==> src/rtl/hz_pkg.sv <==
package hz_pkg;

    localparam int REG_AW    = 5;
    localparam int NUM_STALL = 3;
    localparam int NUM_STAGE = 5;

    // stage enable bit positions
    localparam int ST_PC   = 0;
    localparam int ST_IFID = 1;
    localparam int ST_IDEX = 2;
    localparam int ST_EXM  = 3;
    localparam int ST_MWB  = 4;

    // stall request bit positions
    localparam int SR_BUS = 0;
    localparam int SR_DIV = 1;
    localparam int SR_AMO = 2;

    typedef enum logic [1:0] {
        FWD_RF  = 2'd0,
        FWD_EXM = 2'd1,
        FWD_MWB = 2'd2
    } fwd_sel_e;

    typedef struct packed {
        logic              we;
        logic [REG_AW-1:0] rd;
    } wr_port_t;

    function automatic logic wr_hits(wr_port_t w, logic [REG_AW-1:0] idx);
        return w.we && (w.rd != '0) && (w.rd == idx);
    endfunction

endpackage

==> src/rtl/hz_fwd_unit.sv <==
module hz_fwd_unit
    import hz_pkg::*;
(
    input  logic              clk,
    input  logic              rst,
    input  logic [REG_AW-1:0] src_idx,
    input  wr_port_t          near_wr,
    input  wr_port_t          far_wr,
    output fwd_sel_e          sel
);

    logic near_hit;
    logic far_hit;

    assign near_hit = wr_hits(near_wr, src_idx);
    assign far_hit  = wr_hits(far_wr, src_idx);

    always_comb begin
        if (near_hit)
            sel = FWD_EXM;
        else if (far_hit)
            sel = FWD_MWB;
        else
            sel = FWD_RF;
    end

    // register 0 is never a forwarding source
    a_r4_x0_from_rf: assert property (@(posedge clk) disable iff (rst)
        (src_idx == '0) |-> (sel == FWD_RF));

    // when both latches carry the index, the younger one is selected
    a_r3_near_priority: assert property (@(posedge clk) disable iff (rst)
        (near_wr.we && far_wr.we && near_wr.rd == far_wr.rd &&
         near_wr.rd == src_idx && src_idx != '0) |-> (sel == FWD_EXM));

    // memory/writeback is only chosen when that latch writes the index
    a_r2_far_needs_match: assert property (@(posedge clk) disable iff (rst)
        (sel == FWD_MWB) |-> (far_wr.we && far_wr.rd == src_idx));

endmodule

==> src/rtl/hz_stall_merge.sv <==
module hz_stall_merge
    import hz_pkg::*;
#(
    parameter int N_REQ   = NUM_STALL,
    parameter int N_STAGE = NUM_STAGE
) (
    input  logic               clk,
    input  logic               rst,
    input  logic [N_REQ-1:0]   req,
    output logic               freeze,
    output logic [N_STAGE-1:0] stage_en
);

    assign freeze = |req;

    for (genvar s = 0; s < N_STAGE; s++) begin : g_en
        assign stage_en[s] = ~freeze;
    end

    // any request holds every stage register
    a_r5_hold_all: assert property (@(posedge clk) disable iff (rst)
        (req != '0) |-> (stage_en == '0));

    // with no request every stage advances
    a_r5_run_all: assert property (@(posedge clk) disable iff (rst)
        (req == '0) |-> (&stage_en));

endmodule

==> src/rtl/hz_flush_ctrl.sv <==
module hz_flush_ctrl (
    input  logic clk,
    input  logic rst,
    input  logic freeze,
    input  logic redirect,
    output logic pc_load,
    output logic ifid_bubble,
    output logic idex_bubble
);

    // fetch memory output is valid only after one unstalled cycle
    logic fetch_ready;

    always_ff @(posedge clk) begin
        if (rst)
            fetch_ready <= 1'b0;
        else if (!freeze)
            fetch_ready <= 1'b1;
    end

    logic take_redirect;
    assign take_redirect = redirect && !freeze;

    assign pc_load     = take_redirect;
    assign idex_bubble = take_redirect;
    assign ifid_bubble = !freeze && (take_redirect || !fetch_ready);

    // nothing is squashed while frozen
    a_r7_no_squash_frozen: assert property (@(posedge clk) disable iff (rst)
        freeze |-> (!ifid_bubble && !idex_bubble && !pc_load));

    // an accepted redirect squashes both younger stages together
    a_r6_two_bubbles: assert property (@(posedge clk) disable iff (rst)
        pc_load |-> (ifid_bubble && idex_bubble));

    // once an unstalled cycle has passed, the fetch is primed for good
    a_r8_ready_sticky: assert property (@(posedge clk) disable iff (rst)
        (ifid_bubble && !redirect) |=> !(ifid_bubble && !redirect && !freeze));

endmodule

==> src/rtl/pipe_hazard_ctrl.sv <==
module pipe_hazard_ctrl
    import hz_pkg::*;
#(
    parameter int AW = REG_AW
) (
    input  logic          clk,
    input  logic          rst,
    input  logic [AW-1:0] ex_rs1_i,
    input  logic [AW-1:0] ex_rs2_i,
    input  logic [AW-1:0] exm_rd_i,
    input  logic          exm_we_i,
    input  logic [AW-1:0] mwb_rd_i,
    input  logic          mwb_we_i,
    input  logic          stall_bus_i,
    input  logic          stall_div_i,
    input  logic          stall_amo_i,
    input  logic          redirect_i,
    output logic [1:0]    fwd_a_o,
    output logic [1:0]    fwd_b_o,
    output logic          freeze_o,
    output logic [4:0]    stage_en_o,
    output logic          pc_load_o,
    output logic          ifid_bubble_o,
    output logic          idex_bubble_o
);

    localparam int N_SRC = 2;

    wr_port_t              near_wr;
    wr_port_t              far_wr;
    logic [REG_AW-1:0]     src_idx [N_SRC];
    fwd_sel_e              src_sel [N_SRC];
    logic [NUM_STALL-1:0]  stall_req;
    logic                  freeze;

    assign near_wr = '{we: exm_we_i, rd: REG_AW'(exm_rd_i)};
    assign far_wr  = '{we: mwb_we_i, rd: REG_AW'(mwb_rd_i)};

    assign src_idx[0] = REG_AW'(ex_rs1_i);
    assign src_idx[1] = REG_AW'(ex_rs2_i);

    for (genvar i = 0; i < N_SRC; i++) begin : g_fwd
        hz_fwd_unit u_fwd (
            .clk     (clk),
            .rst     (rst),
            .src_idx (src_idx[i]),
            .near_wr (near_wr),
            .far_wr  (far_wr),
            .sel     (src_sel[i])
        );
    end

    assign fwd_a_o = src_sel[0];
    assign fwd_b_o = src_sel[1];

    always_comb begin
        stall_req         = '0;
        stall_req[SR_BUS] = stall_bus_i;
        stall_req[SR_DIV] = stall_div_i;
        stall_req[SR_AMO] = stall_amo_i;
    end

    hz_stall_merge #(
        .N_REQ   (NUM_STALL),
        .N_STAGE (NUM_STAGE)
    ) u_stall (
        .clk      (clk),
        .rst      (rst),
        .req      (stall_req),
        .freeze   (freeze),
        .stage_en (stage_en_o)
    );

    assign freeze_o = freeze;

    hz_flush_ctrl u_flush (
        .clk         (clk),
        .rst         (rst),
        .freeze      (freeze),
        .redirect    (redirect_i),
        .pc_load     (pc_load_o),
        .ifid_bubble (ifid_bubble_o),
        .idex_bubble (idex_bubble_o)
    );

    // selects keep tracking indices during a freeze
    a_r10_fwd_in_freeze: assert property (@(posedge clk) disable iff (rst)
        (freeze && exm_we_i && exm_rd_i != '0 && exm_rd_i == ex_rs1_i)
            |-> (fwd_a_o == 2'd1));

endmodule

==> config.mk <==
export PLATFORM = sky130hd
export DESIGN_NAME = pipe_hazard_ctrl
export DESIGN_NICKNAME = d
export VERILOG_FILES = /design/src/rtl/hz_pkg.sv /design/src/rtl/hz_fwd_unit.sv /design/src/rtl/hz_stall_merge.sv /design/src/rtl/hz_flush_ctrl.sv /design/src/rtl/pipe_hazard_ctrl.sv
export SDC_FILE = /design/constraint.sdc
export NUM_CORES = 1
export LEC_CHECK = 0
export ABC_AREA = 1
export BUFFER_PORTS_ARGS = -buffer_cell sky130_fd_sc_hd__buf_2
export CORE_AREA = 5 5 42 44
export CTS_CLUSTER_DIAMETER = 50
export CTS_CLUSTER_SIZE = 20
export DETAILED_ROUTE_END_ITERATION = 12
export DIE_AREA = 0 0 47 49
export PLACE_DENSITY = 0.81
export REMOVE_ABC_BUFFERS = 1
export SYNTH_ARGS = -nofsm -noshare
export SYNTH_HDL_FRONTEND = slang
export SYNTH_SLANG_ARGS = --single-unit
==> constraint.sdc <==
create_clock -name clk -period 1 [get_ports clk]
set_clock_uncertainty 0.1 [all_clocks]
set_input_delay 0.15 -clock clk [delete_from_list [all_inputs] [get_ports clk]]
set_output_delay 0.15 -clock clk [all_outputs]
set_load 0.03 [all_outputs]
# == Word-level counts from Yosys, hierarchy flattened ==
# Index checks and enable logic that the tools add are counted.
# op_classes
muxes,4
n_bitwise,1
n_eq_ne,4
n_reduce_logical,14
# ops
operator,count
$eq 5x5->1,4
$reduce_bool 5->1,2
$logic_and 1x1->1,8
$mux 2,4
$reduce_or 3->1,1
$logic_not 1->1,2
$logic_or 1x1->1,1
$not 1->1,1
# totals
input_bits,28
wordCells,24
reg_bits,1
output_inout_bits,13

# == Logic depth before layout (Yosys ltp) ==
# Gate-level depths: netlist (run 1).
# depth
word_depth,5
depth_mapped,7
depth_no_buf,7

# == Modules after synthesis ==
# A second synthesis (run 1) with hierarchy kept.
# unflattened
cells_unflattened,119
hier_area_um2,550.5
# by_module_without_submodules
module,cells_per_inst,instances,area_each_um2
hz_fwd_unit,51,2,221.5
hz_stall_merge,10,1,55.1
hz_flush_ctrl,7,1,52.6

# == Worst setup path after synthesis (run 1) ==
# Ideal clock, no wire load.
# synth_timing
path_kind,input -> output
from,input stall_div_i
to,output pc_load_o
n_path_buf,1
setup_slack_ns,-1.036
t_arrival_ns,1.786
stages,4
cell_sequence,nor3_2 -> inv_2 -> nor2_1 -> buf_4
# synth_between
elab_chain_cells,3
# synth_lines
item,line_no,text
"start, declared",pipe_hazard_ctrl.sv:15,"input logic stall_div_i,"
$reduce_or 3->1,hz_stall_merge.sv:14,assign freeze = |req;
via freeze_o,pipe_hazard_ctrl.sv:20,"output logic freeze_o,"
$logic_not 1->1,hz_flush_ctrl.sv:22,assign take_redirect = redirect && !freeze;
$logic_and 1x1->1,hz_flush_ctrl.sv:22,
"end, declared",pipe_hazard_ctrl.sv:22,"output logic pc_load_o,"
# The timed path passes the listed nets, and every way through them passes these cells.

# == Final worst setup path (run 1) ==
# layout_timing
from,input exm_rd_i[1]
to,output fwd_a_o[1]
# layout_between
elab_chain_cells,4
elab_cells_between_ends,5
classes_between,eq/ne (1); mux (1); reduce/logical (3)
# layout_lines
item,line_no,text
"start, declared",pipe_hazard_ctrl.sv:10,"input logic [AW-1:0] exm_rd_i,"
$reduce_bool 5->1,hz_pkg.sv:31,return w.we && (w.rd != '0) && (w.rd == idx);
$logic_and 1x1->1,hz_pkg.sv:31,
$logic_and 1x1->1 (*),hz_pkg.sv:31,
$mux 2 (*),hz_fwd_unit.sv:19,if (near_hit)
"end, declared",pipe_hazard_ctrl.sv:18,"output logic [1:0] fwd_a_o,"
# Mark *: on every way between the ends. The rest lies on a longest branch, timed or not.

==> out/metrics.cfg, run 1 <==
[critical_path]
cp-start-kind = primary input
cp_slowest_cell = o21ai_4
path_delay_family = simple AND/OR/NAND/NOR gates
cp.depth = 7
cp-end-kind = output pin
timing.critical_path.to = fwd_a_o[1]
r2r_slack_ns = 0.29
crit_arrival_ns = 0.97
cp-startpoint = exm_rd_i[1]
cp_slowest_stage_delay_ns = 0.18
required_ns = 0.75
r2r_cells = 2
criticalPathCategory = in2out
rr_endpoint = u_flush.fetch_ready$_SDFFE_PP0N_
crit_buf_inv = 2
r2r_start = u_flush.fetch_ready$_SDFFE_PP0N_
critPathMaxFanout = 4
cp_cell_sequence = buf_8 > nor2_4 > nand3_2 > o21ai_4 > nor2_2 > nor2_1 > buf_4

[logic_synthesis]
synth_cell_types = 15
avgSynthCellArea_um2 = 5.08
synth_seq_cells = 1
ys_seq_area_frac = 0.0419
synth_area_um2 = 478
netlist_instances = 94
yosys_warnings = 0

[finish]
top_regs = u_flush.fetch_ready (1)
finish.utilization = 0.717
layout-drive-gt1-share = 0.589
final_nets = 159
area_growth_pct = 110
fillers = 120
largest-register = u_flush.fetch_ready
design_area_mm2 = 0.00100
largest_reg_flops = 1
n_antenna_cell = 0

[global_route]
track_usage = 0.129
grt_pass1_vias = 635
gr-total-overflow = 0
grt_max_degree = 6
grt_pass1_wl_um = 2370
antenna_found_initial = 0

[die]
die_h_um = 49
core-area_mm2 = 0.00140
start_util = 0.341
fp.dieW_um = 47
io_pins = 41
num_rows = 14
dieArea_mm2 = 0.00230

[pwr]
p_total_uw = 454
p_leak_uw = 0.000521
powerDensity_mw_per_mm2 = 451
ir_drop_mv = 0.345

[placed_design]
dp_hpwl_um = 1240
place_area_um2 = 653
io_buffers = 40
gp_congestion = 0.804

[timing]
rsz0062_at_grt = true
timing.final.crit_share = 1.22
relSlewSlack = 0.865
max_slew.worst_pin.slew_ns = 0.202
hold_viol = 0
fin_crit_ns = 1.22
layout_setup_ws_ns = -0.221
max_freq_mhz = 819
setup_violations = 11
slew_viol_final = 0

[status]
violations = negative setup slack
status = finished with violations

[drt]
drt-initial-drc-count = 3
viasPerCell = 4.59
ant_nets = 0
wirelength_um = 1710
wl_per_cell_um = 11.8
detail_route.first_pass.iterations = 4
drc_errors = 0
vias = 665

[worst_hold_path]
min_from = rst
min-delay-path-class = in2reg

[clock_tree]
clock_latency_ns = 0
hold_buffers = 0
path_clk_slew_ns = 0

[job]
cap_violations = 0

-- Yosys cell counts --
cell type | n | share of area
a21oi_1 | 1 | 0.010
buf_4 | 7 | 0.11
dfxtp_1 | 1 | 0.042
inv_1 | 12 | 0.094
inv_2 | 4 | 0.031
nand2_1 | 32 | 0.25
nand3_1 | 5 | 0.052
nand3b_1 | 1 | 0.016
nor2_1 | 15 | 0.12
nor2_2 | 3 | 0.039
nor3_2 | 1 | 0.021
o21ai_2 | 1 | 0.018
or2_0 | 1 | 0.013
xnor2_1 | 6 | 0.11
xor2_1 | 4 | 0.073
-- power breakdown --
part | internal (uW) | switching, uW | total [uW]
Clock | 0 | 0 | 0
Combinational | 212 | 197 | 409
Sequential | 42.9 | 1.56 | 44.4
-- cell type report --
cell class              count  area (um^2)  share of cell area
multi-input cells          70          448               0.446
flip-flops and latches      1         20.0              0.0199
inverters                  16         75.1              0.0747
repair buffers             42          442               0.440
well taps                  16         20.0              0.0199
-- cell families after synthesis --
logic type / synth area share
compound gates: 0.0288
xor+xnor: 0.183
buf+inv: 0.236
flops: 0.0419
simple gates: 0.510
-- per-layer routing --
metal | track usage | part of all wire
met4 | 0 | 0
met5 | 0 | 0
met1 | 0.144 | 0.35
met3 | 0.0258 | 0.12
met2 | 0.249 | 0.54
-- worst min-delay path by stage --
stage,to,cells past startpoint
after floorplan,u_flush.fetch_ready$_SDFFE_PP0N_,1
after global placement,u_flush.fetch_ready$_SDFFE_PP0N_,2
after detailed placement,u_flush.fetch_ready$_SDFFE_PP0N_,2
after CTS,u_flush.fetch_ready$_SDFFE_PP0N_,2
after global routing,u_flush.fetch_ready$_SDFFE_PP0N_,2
final,u_flush.fetch_ready$_SDFFE_PP0N_,2
-- through the flow --
| step | cells | setup TNS (ns) | hold WS [ns] | setup slack (ns) |
|---|---|---|---|---|
| 4_1_cts | 144 | -0.893 | 0.214 | -0.194 |
| 3_3_place_gp | 144 | -1.51 | 0.208 | -0.236 |
| 2_1_floorplan | 87 | -16.88 | 0.122 | -2.54 |
| 6_report | 145 | -0.877 | 0.212 | -0.221 |
| 3_5_place_dp | 144 | -1.71 | 0.214 | -0.239 |
| 5_1_grt | 145 | -1.37 | 0.226 | -0.266 |
-- placed cells by master, fill, tap and decap left out --
master	Yosys	final
nand3b_1	1	1
buf_12	0	1
nand2_1	32	23
inv_4	0	6
nand3_2	0	2
nor3_4	0	1
buf_4	7	2
xor2_1	4	4
nand3_1	5	3
buf_8	0	8
or2_0	1	1
o21ai_4	0	1
dfxtp_1	1	1
nor2_1	15	11
xnor2_2	0	3
inv_1	12	6
buf_2	0	10
xnor2_1	6	3
nand2_2	0	9
nor2_4	0	4
buf_6	0	21
nor2_2	3	3
a21oi_2	0	1
inv_2	4	4
-- timing repair --
item,CTS,global route
setup endpoints to repair,11,13
buffers inserted,0,1
pin swaps,11,26
gates resized for setup,45,54
gates cloned,0,0
Power figures use the tool's default switching activity.
==> run 2, diff against run 1 <==
ABC_AREA = 0   (was 1)
PLACE_DENSITY = 0.73   (was 0.81)
==> run 2 against run 1 <==
Against the previous run:
- the flow still finishes with violations (negative setup slack)
- via count shrank 20%
- register-to-register slack improved by 0.06 ns
- sequential cell count unchanged
- final cell count shrank 19%
- highest routed layer unchanged
==> out/metrics.cfg, run 2 <==
[die]
fp.dieW_um = 47  ; unchanged
die_h_um = 49  ; unchanged
dieArea_mm2 = 0.00230  ; unchanged
start_util = 0.265  ; was 0.341
core-area_mm2 = 0.00140  ; unchanged
num_rows = 14  ; unchanged
io_pins = 41  ; unchanged

[drt]
detail_route.first_pass.iterations = 2  ; was 4
vias = 533  ; was 665
wirelength_um = 1440  ; was 1710 um
ant_nets = 0  ; unchanged
wl_per_cell_um = 12.2  ; was 11.8 um
drt-initial-drc-count = 1  ; was 3
drc_errors = 0  ; unchanged
viasPerCell = 4.52  ; was 4.59

[job]
cap_violations = 0  ; unchanged

[placed_design]
io_buffers = 40  ; unchanged
dp_cells = 118  ; was 144
gp_congestion = 0.714  ; was 0.804
place_area_um2 = 689  ; was 653 um^2

[logic_synthesis]
synthMostInstantiatedCell = xnor2_1  ; was nand2_1
synth_top_family_by_area = XOR/XNOR gates  ; was simple AND/OR/NAND/NOR gates
yosys-top-cells-count = xnor2_1, buf_4, nor2_1, xor2_1  ; was nand2_1, nor2_1, inv_1
yosys.area_share.xor_xnor = 0.471  ; was 0.183
yosys_warnings = 0  ; unchanged
synth_compound_area_frac = 0.0370  ; was 0.0288
synthSimpleGateAreaFrac = 0.276  ; was 0.510
synth_top_area_frac = 0.377  ; was 0.251
synth_ff_type = dfxtp_1  ; unchanged
synth_area_um2 = 372  ; was 478 um^2
synth_edf_count = 0  ; unchanged
synth_seq_cells = 1  ; unchanged
synthTopCellsByArea = xnor2_1, buf_4, xor2_1  ; was nand2_1, nor2_1, buf_4
synthArstFlopShare = 0  ; unchanged
avgSynthCellArea_um2 = 7.58  ; was 5.08 um^2
synth_cell_types = 15  ; unchanged
netlist.top_cell.by_area = xnor2_1  ; was nand2_1
ys_seq_area_frac = 0.0539  ; was 0.0419
synthAdderAreaFrac = 0  ; unchanged
netlist_instances = 49  ; was 94
yosys-mux-area-fraction = 0  ; unchanged

[finish]
stdcell_count = 118  ; was 145
largest_reg_flops = 1  ; unchanged
n_antenna_cell = 0  ; unchanged
most-common-layout-cells = buf_2, buf_4, xnor2_1, buf_6, xor2_1  ; was nand2_1, buf_6, nor2_1
layout_commonest_cell = buf_2  ; was nand2_1
top_regs = u_flush.fetch_ready (1)  ; unchanged
largest-register = u_flush.fetch_ready  ; unchanged
layout-drive-gt1-share = 0.725  ; was 0.589
final_nets = 132  ; was 159
area_growth_pct = 132  ; was 110%
design_area_um2 = 861  ; was 0.00100 mm^2

[timing]
holdWs_ns = 0.209  ; was 0.212 ns
rsz0062_at_grt = true  ; unchanged
max_freq_mhz = 577  ; was 819 MHz
tns_ns = -2.68  ; was -0.877 ns
fin_crit_ns = 1.73  ; was 1.22 ns
slew_viol_final = 0  ; unchanged
layout_setup_ws_ns = -0.733  ; was -0.221 ns
max_slew.worst_pin.slew_ns = 0.326  ; was 0.202 ns
timing.final.crit_share = 1.73  ; was 1.22
hold_viol = 0  ; unchanged
relSlewSlack = 0.781  ; was 0.865
setup_violations = 7  ; was 11

[critical_path]
crit_arrival_ns = 1.48  ; was 0.97 ns
critPathMaxFanout = 2  ; was 4
crit_buf_inv = 2  ; unchanged
r2r_slack_ns = 0.35  ; was 0.29 ns
cp_cell_sequence = buf_6 > or4_4 > o21ai_4 > nor4_4 > nor4_2 > buf_4  ; was buf_8 > nor2_4 > nand3_2 > o21ai_4 > nor2_2 > nor2_1 > buf_4
cp_slowest_cell = or4_4  ; was o21ai_4
criticalPathCategory = in2out  ; unchanged
cp-end-kind = output pin  ; unchanged
cp_slowest_stage_delay_ns = 0.55  ; was 0.18 ns
r2r_cells = 2  ; unchanged
cp-start-kind = primary input  ; unchanged
required_ns = 0.75  ; about the same
rr_endpoint = u_flush.fetch_ready$_SDFFE_PP0N_  ; unchanged
r2r_start = u_flush.fetch_ready$_SDFFE_PP0N_  ; unchanged
path_delay_family = simple AND/OR/NAND/NOR gates  ; unchanged

[clock_tree]
post_cts_buffers = 0  ; unchanged
hold_buffers = 0  ; unchanged
clock_latency_ns = 0  ; about the same
path_clk_slew_ns = 0  ; about the same

[global_route]
grt_pass1_wl_um = 2270  ; was 2370 um
antenna_found_initial = 0  ; unchanged
gr-total-overflow = 0  ; unchanged
track_usage = 0.124  ; was 0.129
grt_max_degree = 7  ; was 6
grt_pass1_vias = 592  ; was 635

[worst_hold_path]
min_path_cells = 2  ; unchanged
min_from = rst  ; unchanged
whs_endpoint = u_flush.fetch_ready$_SDFFE_PP0N_  ; unchanged
min-delay-path-class = in2reg  ; unchanged

[pwr]
p_leak_uw = 0.000404  ; was 0.000521 uW
powerDensity_mw_per_mm2 = 473  ; was 451 mW/mm^2
p_total_uw = 407  ; was 454 uW
ir_drop_mv = 0.248  ; was 0.345 mV

[status]
status = finished with violations  ; unchanged
violations = negative setup slack  ; unchanged

run 2: cell count changes in the layout (fill, tap and decap cells not counted), moves of 9 or more:
cell,delta
nand2_2,-9
buf_2,+14
nand2_1,-21
buf_4,+21
xnor2_1,+10
run 2: worst register-to-register path, delay by kind of cell, from the launching register on:
family / cells / cell delay (ns)
flops: 1 / 0.29
simple gates: 2 / 0.14
run 2: area by class of cell:
cell class | count | area (um^2)
Fill cell | 119 | 541
Timing Repair Buffer | 60 | 439
Multi-Input combinational cell | 39 | 374
Sequential cell | 1 | 20.0
Tap cell | 16 | 20.0
Inverter | 2 | 7.51
run 2: per-layer routing:
metal | GRT usage | part of all wire | up-vias
li1 | - | - | 265
met1 | 0.157 | 0.36 | 238
met2 | 0.224 | 0.54 | 30
met3 | 0.0221 | 0.099 | 0
met4 | 0 | 0 | 0
met5 | 0 | 0 | -
run 2: report_power, final:
part           leakage [uW]  switching (uW)  internal, uW
sequential       0.00000820            1.25          42.9
clock                     0               0             0
combinational      0.000395             168           195
total              0.000404             169           237
run 2: what timing repair did:
item / CTS / global route
setup endpoints to repair: 13 / 13
pin swaps: 5 / 6
gates resized for setup: 33 / 9
run 2: cells by family after synthesis:
| kind of cell | after synthesis |
|---|---|
| XOR/XNOR | 20 |
| AND/OR/NAND/NOR | 17 |
| buffers and inverters | 9 |
| AO/OA/AOI/OAI | 2 |
| flip-flops | 1 |
run 2: worst max-delay path by stage:
stage	slack, ns	to	depth (start not counted)	start
detailed placement	-0.78	fwd_a_o[1]	6	exm_rd_i[1]
finish	-0.73	fwd_b_o[1]	6	exm_rd_i[1]
CTS	-0.73	fwd_b_o[1]	6	exm_rd_i[1]
global placement	-0.76	fwd_a_o[1]	6	exm_rd_i[1]
global route	-0.80	fwd_b_o[1]	6	exm_rd_i[1]
floorplan	-4.64	idex_bubble_o	3	stall_div_i
run 2: per-stage QoR:
step | setup slack (ns) | util
finish | -0.733 | 0.614
global route | -0.801 | 0.614
floorplan | -4.64 | -
global placement | -0.760 | 0.492
detailed placement | -0.783 | 0.492
CTS | -0.731 | 0.579
==> run 3, diff against run 2 <==
CELL_PAD_IN_SITES_DETAIL_PLACEMENT = 0   (was default)
CELL_PAD_IN_SITES_GLOBAL_PLACEMENT = 1   (was default)
CORE_AREA = default   (was 5 5 42 44)
CORE_MARGIN = 5   (was default)
CORE_UTILIZATION = 20   (was default)
DIE_AREA = default   (was 0 0 47 49)
PLACE_DENSITY = 0.81   (was 0.73)
==> run 3 against run 2 <==
Against the previous run:
- global-route usage shrank 2.2 points
- maximum frequency grew 4.4%
- core utilization shrank 12 points
- die area grew 22%
- critical endpoint is now fwd_a_o[1]
- the run still ends with negative setup slack left
- register-to-register slack is essentially flat
- final area shrank 0.58%
- combinational power shrank 4%
==> out/metrics.cfg, run 3 (synthesized netlist as in run 2, its figures left out) <==
[die]
num_rows = 15  ; was 14
dieArea_mm2 = 0.00282  ; was 0.00230 mm^2
start_util = 0.213  ; was 0.265
io_pins = 41  ; unchanged
fp.dieW_um = 53.1  ; was 47 um
die_h_um = 53.1  ; was 49 um
core-area_mm2 = 0.00175  ; was 0.00140 mm^2

[finish]
finish.utilization = 0.490  ; was 0.614
fillers = 175  ; was 119
largest_reg_flops = 1  ; unchanged
register_area_um2 = 20.0  ; unchanged
layout_commonest_cell = buf_2  ; unchanged
most-common-layout-cells = buf_2, buf_4, xnor2_1  ; was buf_2, buf_4, xnor2_1, buf_6, xor2_1
top_regs = u_flush.fetch_ready (1)  ; unchanged
area_growth_pct = 130  ; was 132%
n_antenna_cell = 0  ; unchanged
layout-drive-gt1-share = 0.689  ; was 0.725
largest-register = u_flush.fetch_ready  ; unchanged
final_nets = 133  ; was 132
multi_input_area_um2 = 347  ; was 374 um^2

[critical_path]
cp_cell_sequence = buf_6 > or4_4 > o21ai_4 > nor4_4 > nor4_2 > buf_4  ; unchanged
required_ns = 0.75  ; about the same
cp_slowest_stage_delay_ns = 0.54  ; was 0.55 ns
critPathMaxFanout = 2  ; unchanged
crit_arrival_ns = 1.41  ; was 1.48 ns
cp-end-kind = output pin  ; unchanged
cp-start-kind = primary input  ; unchanged
criticalPathCategory = in2out  ; unchanged
cp_slowest_cell = or4_4  ; unchanged

[global_route]
gr-total-overflow = 0  ; unchanged
track_usage = 0.103  ; was 0.124
grt_pass1_wl_um = 2240  ; was 2270 um
antenna_found_initial = 0  ; unchanged
grt_max_degree = 7  ; unchanged
grt_pass1_vias = 549  ; was 592

[timing]
setup_violations = 7  ; unchanged
fin_crit_ns = 1.66  ; was 1.73 ns
slew_viol_final = 0  ; unchanged
max_slew.worst_pin.slew_ns = 0.313  ; was 0.326 ns
relSlewSlack = 0.790  ; was 0.781
rsz0062_at_grt = true  ; unchanged
timing.final.crit_share = 1.66  ; was 1.73
layout_setup_ws_ns = -0.660  ; was -0.733 ns
max_freq_mhz = 603  ; was 577 MHz
hold_viol = 0  ; unchanged

[clock_tree]
post_cts_buffers = 0  ; unchanged
path_clk_slew_ns = 0  ; about the same
clock_latency_ns = 0  ; about the same
hold_buffers = 0  ; unchanged

[worst_hold_path]
min-delay-path-class = in2reg  ; unchanged

[job]
cap_violations = 0  ; unchanged

[drt]
wl_per_cell_um = 11.6  ; was 12.2 um
drt-initial-drc-count = 2  ; was 1
ant_nets = 0  ; unchanged
viasPerCell = 4.09  ; was 4.52
vias = 524  ; was 533
drc_errors = 0  ; unchanged
detail_route.first_pass.iterations = 3  ; was 2
wirelength_um = 1490  ; was 1440 um

[placed_design]
gp_congestion = 0.782  ; was 0.714
dp_slack_ns = -0.791  ; was -0.783 ns
dp_hpwl_um = 1220
io_buffers = 40  ; unchanged

[pwr]
powerDensity_mw_per_mm2 = 460  ; was 473 mW/mm^2
p_leak_uw = 0.000392  ; was 0.000404 uW
ir_drop_mv = 0.296  ; was 0.248 mV

[status]
violations = negative setup slack  ; unchanged
status = finished with violations  ; unchanged

==> run 3: worst max-delay path: cells and delay by family <==
| kind | cells | cell delay (ns) |
|---|---|---|
| compound gates | 1 | 0.21 |
| buf+inv | 2 | 0.29 |
| simple gates | 3 | 0.75 |
==> run 3: metal layers <==
metal  share of wire  global-route usage  vias up  wire [um]
met5               0                   0        -          0
met1            0.37               0.132      235        553
met4               0                   0        0          0
met3           0.063              0.0113        0         94
li1                -                   -      268          -
met2            0.56               0.192       21        840
==> run 3: final timing paths <==
path                                    startpoint                          endpoint  slack, ns  cells after the start
hold reg to reg   u_flush.fetch_ready$_SDFFE_PP0N_  u_flush.fetch_ready$_SDFFE_PP0N_       0.38                      2
hold / removal                                 rst  u_flush.fetch_ready$_SDFFE_PP0N_       0.21                      2
setup reg to reg  u_flush.fetch_ready$_SDFFE_PP0N_  u_flush.fetch_ready$_SDFFE_PP0N_       0.35                      2
setup / recovery                       exm_rd_i[1]                        fwd_a_o[1]      -0.66                      6
==> run 3: timing repair <==
action / in CTS / in global routing
resized for setup: 28 / 11
cloned: 0 / 0
endpoints found under the setup margin: 13 / 13
pin swaps: 5 / 1
==> run 3: report_power, final <==
| part | switching [uW] | leakage [uW] | internal, uW | total [uW] |
|---|---|---|---|---|
| registers | 1.36 | 0.00000820 | 42.9 | 44.2 |
| logic | 162 | 0.000384 | 188 | 350 |
| clock network | 0 | 0 | 0 | 0 |
| total | 163 | 0.000392 | 231 | 394 |
==> run 3: final cells by class <==
type / count / area share
inverters: 2 / 0.00877
well taps: 25 / 0.0365
multi-input cells: 39 / 0.405
repair buffers: 61 / 0.526
flip-flops and latches: 1 / 0.0234
==> run 3: stage by stage <==
stage / total power (uW) / hold WS (ns) / TNS (ns) / cells / area [um^2]
2_1_floorplan: 171 / 0.122 / -36.19 / 42 / 319
3_3_place_gp: 333 / 0.207 / -3.47 / 128 / 708
3_5_place_dp: 338 / 0.207 / -3.71 / 128 / 708
4_1_cts: 376 / 0.208 / -2.66 / 128 / 812
5_1_grt: 424 / 0.229 / -3.22 / 128 / 856
6_report: 394 / 0.209 / -2.70 / 128 / 856
